$ cat config.mk
export PLATFORM = sky130hd
export DESIGN_NAME = burst_addr_gen
export DESIGN_NICKNAME = d
export VERILOG_FILES = /design/src/rtl/burst_seq_pkg.sv /design/src/rtl/burst_beat_ctr.sv /design/src/rtl/burst_order_map.sv /design/src/rtl/burst_addr_gen.sv
export SDC_FILE = /design/constraint.sdc
export NUM_CORES = 1
export LEC_CHECK = 0
export ABC_AREA = 1
export BUFFER_PORTS_ARGS = -buffer_cell sky130_fd_sc_hd__buf_2
export CORE_MARGIN = 5
export CORE_UTILIZATION = 45
export DETAILED_ROUTE_END_ITERATION = 12
export GPL_ROUTABILITY_DRIVEN = 0
export PLACE_DENSITY = 0.75
export SKIP_CTS_REPAIR_TIMING = 1
export SLEW_MARGIN = 20
export SYNTH_ARGS = -nofsm -noshare
export SYNTH_HDL_FRONTEND = slang
export SYNTH_SLANG_ARGS = --single-unit
export TNS_END_PERCENT = 20
$ cat constraint.sdc
create_clock -name clk -period 1.7 [get_ports clk]
set_input_delay 0.17 -clock clk [delete_from_list [all_inputs] [get_ports clk]]
set_output_delay 0.17 -clock clk [all_outputs]
set_load 0.005 [all_outputs]
$ cat src/rtl/burst_seq_pkg.sv
package burst_seq_pkg;

  typedef enum logic {
    ORD_LINEAR     = 1'b0,
    ORD_INTERLEAVE = 1'b1
  } order_e;

endpackage

$ cat src/rtl/burst_beat_ctr.sv
module burst_beat_ctr #(
  parameter int BEAT_W = 2
) (
  input  logic              clk,
  input  logic              rst,
  input  logic              load,
  input  logic              adv_n,
  output logic [BEAT_W-1:0] cnt_q,
  output logic [BEAT_W-1:0] cnt_nxt
);

  localparam logic [BEAT_W-1:0] ONE  = BEAT_W'(1);
  localparam logic [BEAT_W-1:0] LAST = {BEAT_W{1'b1}};

  always_comb begin
    if (load)        cnt_nxt = '0;
    else if (!adv_n) cnt_nxt = cnt_q + ONE;
    else             cnt_nxt = cnt_q;
  end

  always_ff @(posedge clk) begin
    if (rst) cnt_q <= '0;
    else     cnt_q <= cnt_nxt;
  end


  wrap_to_zero_chk: assert property (@(posedge clk) disable iff (rst)
    (cnt_q == LAST && !load && !adv_n) |=> (cnt_q == '0));


  step_one_chk: assert property (@(posedge clk) disable iff (rst)
    (!load && !adv_n) |=> (cnt_q == $past(cnt_q) + ONE));

endmodule

$ cat src/rtl/burst_order_map.sv
module burst_order_map
  import burst_seq_pkg::*;
#(
  parameter int BEAT_W = 2
) (
  input  logic [BEAT_W-1:0] start_low,
  input  logic [BEAT_W-1:0] beat,
  input  order_e            order,
  output logic [BEAT_W-1:0] low
);

  logic [BEAT_W-1:0] lin_low;
  logic [BEAT_W-1:0] ilv_low;

  assign lin_low = start_low + beat;

  for (genvar b = 0; b < BEAT_W; b++) begin : g_ilv
    assign ilv_low[b] = start_low[b] ^ beat[b];
  end

  always_comb begin
    low = ilv_low;
    if (order == ORD_LINEAR) low = lin_low;
  end

endmodule

$ cat src/rtl/burst_addr_gen.sv
module burst_addr_gen
  import burst_seq_pkg::*;
#(
  parameter int AW     = 16,
  parameter int BEAT_W = 2
) (
  input  logic              clk,
  input  logic              rst,
  input  logic              load_i,
  input  logic [AW-1:0]     start_addr_i,
  input  logic              adv_n_i,
  input  logic              mode_i,
  output logic [AW-1:0]     addr_o,
  output logic [BEAT_W-1:0] beat_o
);

  localparam int HI_W = AW - BEAT_W;

  logic [AW-1:0]     base_q;
  logic [AW-1:0]     base_nxt;
  logic [BEAT_W-1:0] cnt_nxt;
  logic [BEAT_W-1:0] low_nxt;
  logic [AW-1:0]     addr_q;
  order_e            order;

  assign order    = order_e'(mode_i);
  assign base_nxt = load_i ? start_addr_i : base_q;

  burst_beat_ctr #(.BEAT_W(BEAT_W)) u_ctr (
    .clk     (clk),
    .rst     (rst),
    .load    (load_i),
    .adv_n   (adv_n_i),
    .cnt_q   (beat_o),
    .cnt_nxt (cnt_nxt)
  );

  burst_order_map #(.BEAT_W(BEAT_W)) u_map (
    .start_low (base_nxt[BEAT_W-1:0]),
    .beat      (cnt_nxt),
    .order     (order),
    .low       (low_nxt)
  );

  always_ff @(posedge clk) begin
    if (rst) begin
      base_q <= '0;
      addr_q <= '0;
    end else begin
      base_q <= base_nxt;
      addr_q <= {base_nxt[AW-1:BEAT_W], low_nxt};
    end
  end

  assign addr_o = addr_q;


  load_capture_chk: assert property (@(posedge clk) disable iff (rst)
    load_i |=> (addr_o == $past(start_addr_i) && beat_o == '0));


  upper_hold_chk: assert property (@(posedge clk) disable iff (rst)
    !load_i |=> $stable(addr_o[AW-1:BEAT_W]));


  wait_hold_chk: assert property (@(posedge clk) disable iff (rst)
    (!load_i && adv_n_i) |=> ($stable(addr_o) && $stable(beat_o)));


  ilv_relation_chk: assert property (@(posedge clk) disable iff (rst)
    (!load_i && mode_i && $past(mode_i)) |=>
      ((addr_o[BEAT_W-1:0] ^ beat_o) ==
       ($past(addr_o[BEAT_W-1:0]) ^ $past(beat_o))));


  lin_relation_chk: assert property (@(posedge clk) disable iff (rst)
    (!load_i && !mode_i && !$past(mode_i)) |=>
      (BEAT_W'(addr_o[BEAT_W-1:0] - beat_o) ==
       BEAT_W'($past(addr_o[BEAT_W-1:0]) - $past(beat_o))));


  load_wins_chk: assert property (@(posedge clk) disable iff (rst)
    (load_i && !adv_n_i) |=> (beat_o == '0));


  reset_clear_chk: assert property (@(posedge clk)
    rst |=> (addr_o == '0 && beat_o == '0));

endmodule

### Word level (Yosys, flattened, before mapping)

Cells that the tools add are included.

| cells by class | value |
|---|---|
| shifts and indexed selects | 0 |
| order comparisons | 0 |
| $mul | 0 |
| reduce and logical (&&, ||, !) cells | 0 |
| add/subtract/negate cells | 2 |
| bitwise operators | 2 |
| div/mod/pow operators | 0 |
| muxes and demuxes | 4 |
| equality and inequality tests | 0 |

Operator list:

| kind | number |
|---|---|
| 2-to-1 mux 16 bit | 1 |
| 2-to-1 mux 2 bit | 3 |
| adder 2 x 1 -> 2 bit (second input constant) | 1 |
| adder 2 bit | 1 |
| bitwise XOR 1 bit | 2 |

| word-level totals | value |
|---|---|
| word-level logic and storage cells | 11 |
| memory bits (read-only) | 0 |
| output and inout bits | 18 |
| latch bits | 0 |
| input port bits | 21 |
| register bits | 34 |
| RAM bits | 0 |
| memories kept | 0 |

### Longest topological paths before layout

Gate-level depths: netlist of the first run.

| logic depth | value |
|---|---|
| depth in word-level cells | 5 |
| depth in mapped cells | 12 |
| depth with buffers taken out | 11 |

### By module

Synthesis of the first run repeated with hierarchy kept, for this count alone.

| unflattened totals | value |
|---|---|
| cell total of the unflattened synthesis | 127 |
| area, all modules | 917.1 um^2 |

By module, submodules not included:

| module | area each (um^2) | instances | seq. area each (um^2) | cells each |
|---|---|---|---|---|
| burst_addr_gen | 739.5 | 1 | 360.3 | 97 |
| burst_beat_ctr | 110.1 | 1 | 40.0 | 15 |
| burst_order_map | 67.6 | 1 | 0.0 | 15 |

### Least setup slack after synthesis of the first run

No wires, ideal clock.

| path | value |
|---|---|
| path type | in2reg |
| start point | input port load_i |
| end point | register addr_q[1] (netlist: addr_o[1]) |
| setup time | 114 ps |
| stages on the path | 11 |
| slack | 389 ps |
| path buffers | 2 |
| arrival | 1197 ps |
| path through | buf_6 -> buf_4 -> nor3_1 -> ha_1 -> inv_1 -> nor2_1 -> nand3_2 -> nand2_1 -> nand2_1 -> nand2_1 -> nor2_2 |

| between the ends | value |
|---|---|
| word-level cells in the longest chain between the ends | 3 |
| elaborated cells on any way between the ends | 5 |

RTL lines:

| item | line | text |
|---|---|---|
| start: declaration | burst_addr_gen.sv:9 | `input logic load_i,` |
| 2-to-1 mux 2 bit | burst_beat_ctr.sv:16 | `if (load) cnt_nxt = '0;` |
| net cnt_nxt[0] | burst_addr_gen.sv:21 | `logic [BEAT_W-1:0] cnt_nxt;` |
| adder 2 bit | burst_order_map.sv:15 | `assign lin_low = start_low + beat;` |
| 2-to-1 mux 2 bit | burst_order_map.sv:23 | `if (order == ORD_LINEAR) low = lin_low;` |
| end signal: assignment | burst_addr_gen.sv:51 | `addr_q <= {base_nxt[AW-1:BEAT_W], low_nxt};` |
| end: declaration | burst_addr_gen.sv:23 | `logic [AW-1:0] addr_q;` |

The timed path passes the listed nets, and every way through them passes these cells.
A chain may end at the register's enable or synchronous reset.

### Final worst setup path of the first run

| path | value |
|---|---|
| start point | register u_ctr.cnt_q[0] |
| end point | register addr_q[1] (netlist: addr_o[1]) |

| between the ends | value |
|---|---|
| word-level cells in the longest chain between the ends | 5 |
| elaborated cells on any way between the ends | 6 |

RTL lines:

| item | line | text |
|---|---|---|
| start: declaration | burst_beat_ctr.sv:8 | `output logic [BEAT_W-1:0] cnt_q,` |
| start signal: assignment | burst_beat_ctr.sv:23 | `else cnt_q <= cnt_nxt;` |
| adder 2 x 1 -> 2 bit | burst_beat_ctr.sv:17 | `else if (!adv_n) cnt_nxt = cnt_q + ONE;` |
| 2-to-1 mux 2 bit (*) | burst_beat_ctr.sv:17 |  |
| 2-to-1 mux 2 bit (*) | burst_beat_ctr.sv:16 |  |
| net cnt_nxt[0] | burst_addr_gen.sv:21 |  |
| adder 2 bit (*) | burst_order_map.sv:15 |  |
| 2-to-1 mux 2 bit (*) | burst_order_map.sv:23 |  |

Mark *: on every way through the listed nets, which the timed path passes. The rest lies on a longest branch.

==> results.ini, run 1 <==
[placement]
dp_cells=163
io_buffers=38
hpwl_mm=1.352

[global_routing]
grt_max_degree=20
grtUsageTotal=0.1281
grt_overflow_total=0
grt_antenna_before_repair=0
top_usage_layer=met2
met3_usage=0.02452
grt_pass1_wl_mm=2.835
grt_pass1_vias=713
use_met1=0.1414
use_met2=0.2362

[cells_and_area]
postLayoutCoreUtil=0.5329
antenna_cells=0
instances_no_fill=167
syn_to_final_growth_pct=14.54
drive_above_1_share=0.3571
num-nets-final=163

[die]
std_cell_rows=16
dieArea_sq_um=3004
io_pins=39
initial_core_util=0.4652
fp.dieW_um=54.81
fp.coreArea_sq_um=1942
die_h_um=54.81

[power]
ir_drop_v=0.0005367
fin_total_pwr_uw=905.0
p_leak_uw=0.0005304
power.density_nw_per_um2=874.6

[clock_tree]
clk_path_buf_depth=2
cts_max_level=1
root_buffer=clkbuf_4
cts_sinks=20
cts_buffers=3
clkLatencyLatePin_ns=0.29
path_clk_slew_ns=0.10
cts_tree=built

[synth]
ys.flop_type=dfxtp_1
synthTopCellsByCount=34 x nor2_1, 20 x dfxtp_1, 16 x buf_4
ys_ff_latch=20
ys_async_sr_fraction=0
synth-warning-count=0
synth_area_leaders=dfxtp_1 44%, nor2_1 14%, buf_4 13%
synth_most_common_cell=nor2_1
synth_area_leader_cell=dfxtp_1
synth_cell_types=18
syn_nets=137
syn_area_sq_um=903.4
avgSynthCellArea_sq_um=7.855
synthesis.instances=115
synth_top_area_frac=0.4432
synth-seq-area-share=0.4432
synth_edf_count=0

[worst_hold_path]
min_path_type=in -> reg

[route]
dr.pass1.iters=4
first_iter_violations=15
drtAntennaViolNets=0
drc=0
via_per_inst=4.491
routed_wl_mm=1.696
wire_per_inst_um=10.16
vias=750

[run]
maxCapViolations=0

[timing]
tns_ns=0
post-route-min-period_ns=1.379
slew_headroom=0.7691
skew_ns=0.002108
max_freq_mhz=725.0
setup_viol_count_final=0
hold_viol_final=0
fin_hold_ws_ns=0.09789
rsz0062_at_grt=no
max_slew.worst_pin.slew_ns=0.3463
timing.final.crit_share=0.8113
drv_slew=0

[worst_setup_path]
cp_max_fo=5
start_kind=flip-flop
crit_path_frequent_cell=nand2_1
crit_arrival_ns=1.57
rrSetupSlack_ns=0.32
cp.required_ns=1.89
crit_chain=inv_1 > nor2_1 > nor3_1 > ha_1 > inv_1 > nor2_1 > nand3_2 > nand2_1 > nand2_1 > nand2_1 > nor2_2
crit_end=addr_o[1]
crit_path_end_kind=flip-flop
crit_type=reg -> reg
slowest_stage=dfxtp_1
crit_start=u_ctr.cnt_q[0]
cpPeakStageDelay_ns=0.36
crit-reg2reg-launch=u_ctr.cnt_q[0]
r2r-end=addr_o[1]
reg2regPathDepth=11

[run_status]
status=finished, final reports clean

[metal layers]
metal,part of all wire,up-vias
met5,0,-
met4,0.0047,0
met3,0.095,2
met2,0.46,28
met1,0.43,326
li1,-,394
[critical path: cells and delay by family, from the launching register on]
family,cells,cell delay [ns]
simple gates,8,0.64
fa+ha+maj,1,0.19
buf+inv,2,0.10
flops,1,0.36
[through the flow]
stage          area, sq um  setup WS, ns
2_1_floorplan        903.4        0.3893
3_3_place_gp         998.5        0.3435
3_5_place_dp         998.5        0.2599
4_1_cts               1035        0.3052
5_1_grt               1035        0.1886
6_report              1035        0.3207
[state kept, by name, summed over array words and instances, names as in the netlist]
signal / count
base_q: 16
u_ctr.cnt_q: 2
addr_o: 2
[power breakdown]
part | internal, uW | switching, uW | leakage (uW)
Sequential | 499 | 14.0 | 0.000166
Combinational | 61.0 | 70.6 | 0.000344
Clock | 130 | 130 | 0.0000210
Total | 691 | 214 | 0.000530
[how the worst min path moves through the flow]
stage / startpoint / endpoint / slack [ns] / cells past startpoint
global route: start_addr_i[14] / base_q[14] / 0.09 / 3
CTS: start_addr_i[6] / base_q[6] / 0.09 / 3
detailed placement: start_addr_i[6] / base_q[6] / 0.40 / 3
finish: start_addr_i[10] / base_q[10] / 0.1 / 3
global placement: start_addr_i[15] / base_q[15] / 0.39 / 3
floorplan: rst / base_q[0] / 0.24 / 1
[layout by cell type, fill, tap and decap left out]
master / n
a21oi_1: 3
buf_2: 38
buf_4: 1
clkbuf_4: 3
clkbuf_8: 1
dfxtp_1: 20
ha_1: 1
inv_1: 6
inv_6: 1
nand2_1: 9
nand2_2: 2
nand2_8: 1
nand3_1: 1
nand3_2: 1
nor2_1: 34
nor2_2: 1
nor3_1: 2
nor4_2: 1
o21ai_0: 14
[final cells by class]
type,count,area (sq um)
tap,27,33.78
sequential,20,400.4
clock buffer,4,36.28
timing repair buffer,39,197.7
multi-input combinational,70,335.3
fill,203,907.1
inverter,7,31.28
[kinds of logic after synthesis]
family,share of synthesized area
AO/OA/AOI/OAI,0.09418
adder cells (fa/ha/maj),0.01385
buffers and inverters,0.1856
flip-flops,0.4432
AND/OR/NAND/NOR,0.2631
Note: power is estimated with default switching activity, not from simulation.
==> inputs of run 2 (changes only) <==
--- a/config.mk
+++ b/config.mk
@@ -8,10 +8,10 @@
 export ABC_AREA = 1
 export BUFFER_PORTS_ARGS = -buffer_cell sky130_fd_sc_hd__buf_2
 export CORE_MARGIN = 5
-export CORE_UTILIZATION = 45
+export CORE_UTILIZATION = 41
 export DETAILED_ROUTE_END_ITERATION = 12
 export GPL_ROUTABILITY_DRIVEN = 0
-export PLACE_DENSITY = 0.75
+export PLACE_DENSITY = 0.72
 export SKIP_CTS_REPAIR_TIMING = 1
 export SLEW_MARGIN = 20
 export SYNTH_ARGS = -nofsm -noshare
==> constraint.sdc (replaced) <==
create_clock -name clk -period 1.2 [get_ports clk]
set_input_delay 0.12 -clock clk [delete_from_list [all_inputs] [get_ports clk]]
set_output_delay 0.12 -clock clk [all_outputs]
set_load 0.005 [all_outputs]
==> results.ini, run 2 (synthesis gave the netlist of run 1 again) <==
[run_status]
status=complete, but fails checks
violations=setup timing

[clock_tree]
path_clk_slew_ns=0.12  ; +0.02 ns
cts_max_level=1  ; unchanged
clkLatencyLatePin_ns=0.30  ; about the same
cts_sinks=20  ; unchanged
cts_buffers=3  ; unchanged
clk_path_buf_depth=2  ; unchanged
root_buffer=clkbuf_4
cts_tree=built

[cells_and_area]
largest_reg_flops=16  ; unchanged
num-nets-final=167  ; +2.5%
layout_commonest_cell=buf_2
largest_register=base_q
drive_above_1_share=0.4167  ; +0.05952
layout_common_cells=38 x buf_2, 32 x nor2_1, 19 x dfxtp_1
antenna_cells=0  ; unchanged
syn_to_final_growth_pct=21.61

[route]
drc=0  ; unchanged
drtAntennaViolNets=0  ; unchanged
routed_wl_mm=1.877  ; +11%
via_per_inst=4.430  ; -1.4%
wire_per_inst_um=10.91  ; +7.5%
vias=762  ; +1.6%
first_iter_violations=10  ; -5
dr.pass1.iters=2  ; -2

[power]
ir_drop_v=0.0009437  ; +76%
power.density_nw_per_um2=1344  ; +54%
p_sw_frac=0.2267  ; -0.01012
seqPwrFrac=0.493  ; -0.074
p_leak_uw=0.0005559  ; +4.8%
p_int_uw=1141  ; +65%
netSwitchingPower_uw=334.5  ; +56%
clkPwrFrac=0.369  ; +0.082
pwr-share-comb=0.138  ; -0.007

[worst_hold_path]
min_path_type=in -> reg
holdPathStages=3  ; unchanged
hold_end=base_q[14]
hp-start=start_addr_i[14]

[worst_setup_path]
rrSetupSlack_ns=-0.1  ; -0.42 ns
cp_max_fo=3  ; -2
crit_path_end_kind=flip-flop
crit_type=reg -> reg
r2r-end=addr_o[1]
cp.required_ns=1.42  ; -0.47 ns
crit_arrival_ns=1.51  ; -0.06 ns
reg2regPathDepth=10  ; -1
crit-reg2reg-launch=u_ctr.cnt_q[0]
start_kind=flip-flop

[timing]
skew_ns=0.01260  ; +0.01049 ns
post-route-min-period_ns=1.295  ; -0.08397 ns
timing.final.crit_share=1.079  ; +0.2681
rsz0062_at_grt=yes
max_freq_mhz=772.0  ; +6.5%
hold_viol_final=0  ; unchanged
slew_headroom=0.7559  ; -0.01325
setup_viol_count_final=1  ; +1
drv_slew=0  ; unchanged
fin_hold_ws_ns=0.02867  ; -0.06922 ns
worst_slack_ns=-0.09530  ; -0.4160 ns
max_slew.worst_pin.slew_ns=0.3658  ; +0.01948 ns

[global_routing]
grt_pass1_wl_mm=3.125  ; +10%
grt_overflow_total=0  ; unchanged
grt_pass1_vias=735  ; +3.1%
grt_max_degree=17  ; -15%
grt_antenna_before_repair=0  ; unchanged
grtUsageTotal=0.1213  ; -0.006779

[die]
std_cell_rows=17  ; +1
fp.coreArea_sq_um=2148  ; +11%
io_pins=39  ; unchanged
initial_core_util=0.4205  ; -0.04471
dieArea_sq_um=3242  ; +7.9%
fp.dieW_um=56.94  ; +3.9%
die_h_um=56.94  ; +3.9%

[placement]
io_buffers=38  ; unchanged
hpwl_mm=1.451  ; +7.3%
post-place-ws_ns=-0.1831  ; -0.4430 ns

[run]
maxCapViolations=0  ; unchanged

## run 2: metal layers
metal	vias to the layer above	GRT usage	part of all wire
met1	329	0.1342	0.39
met5	-	0	0
met2	23	0.2055	0.49
met3	4	0.04299	0.095
li1	406	-	-
met4	0	0.05960	0.020
## run 2: worst max-delay path: stages, from the launching register on
cell	delay, ns
dfxtp_2	0.36
nor2_2	0.05
nor3_2	0.17
ha_2	0.20
inv_1	0.05
nor2_2	0.08
nand3_2	0.07
nand2_2	0.07
nand2_1	0.05
nand2_1	0.07
nor2_2	0.04
## run 2: metrics by stage
stage          utilization  std cells  power [uW]  setup TNS [ns]  cell area, sq um
2_1_floorplan            -        115       887.6        -0.07703             903.4
3_3_place_gp        0.4793        168       934.8        -0.06375              1030
3_5_place_dp        0.4793        168       943.4         -0.1831              1030
4_1_cts             0.5038        172        1488         -0.2034              1082
5_1_grt             0.5114        172        1556         -0.2164              1099
6_report            0.5114        172        1476        -0.09530              1099
## run 2: layout make-up
class,instances,area [sq um]
Tap cell,28,35.03
Multi-Input combinational cell,70,350.3
Inverter,7,31.28
Timing Repair Buffer,43,227.7
Clock buffer,3,22.52
Sequential cell,20,401.6
Fill cell,214,1050
Clock inverter,1,30.03
## run 2: how the worst max path moves through the flow
stage | start | cells past startpoint | end | slack, ns
after CTS | u_ctr.cnt_q[0] | 11 | addr_o[1] | -0.20
after global routing | u_ctr.cnt_q[0] | 10 | addr_o[1] | -0.22
after floorplan | u_ctr.cnt_q[0] | 11 | addr_o[1] | -0.08
final | u_ctr.cnt_q[0] | 10 | addr_o[1] | -0.1
after detailed placement | u_ctr.cnt_q[0] | 11 | addr_o[1] | -0.18
after global placement | u_ctr.cnt_q[0] | 11 | addr_o[1] | -0.06
## run 2: power by group through the flow
| stage | Combinational [uW] | Sequential, uW | Clock, uW |
|---|---|---|---|
| 2_1_floorplan | 147 | 741 | 0 |
| 3_3_place_gp | 195 | 740 | 0 |
| 3_5_place_dp | 201 | 742 | 0 |
| 4_1_cts | 202 | 727 | 559 |
| 5_1_grt | 232 | 734 | 591 |
| 6_report | 204 | 727 | 545 |
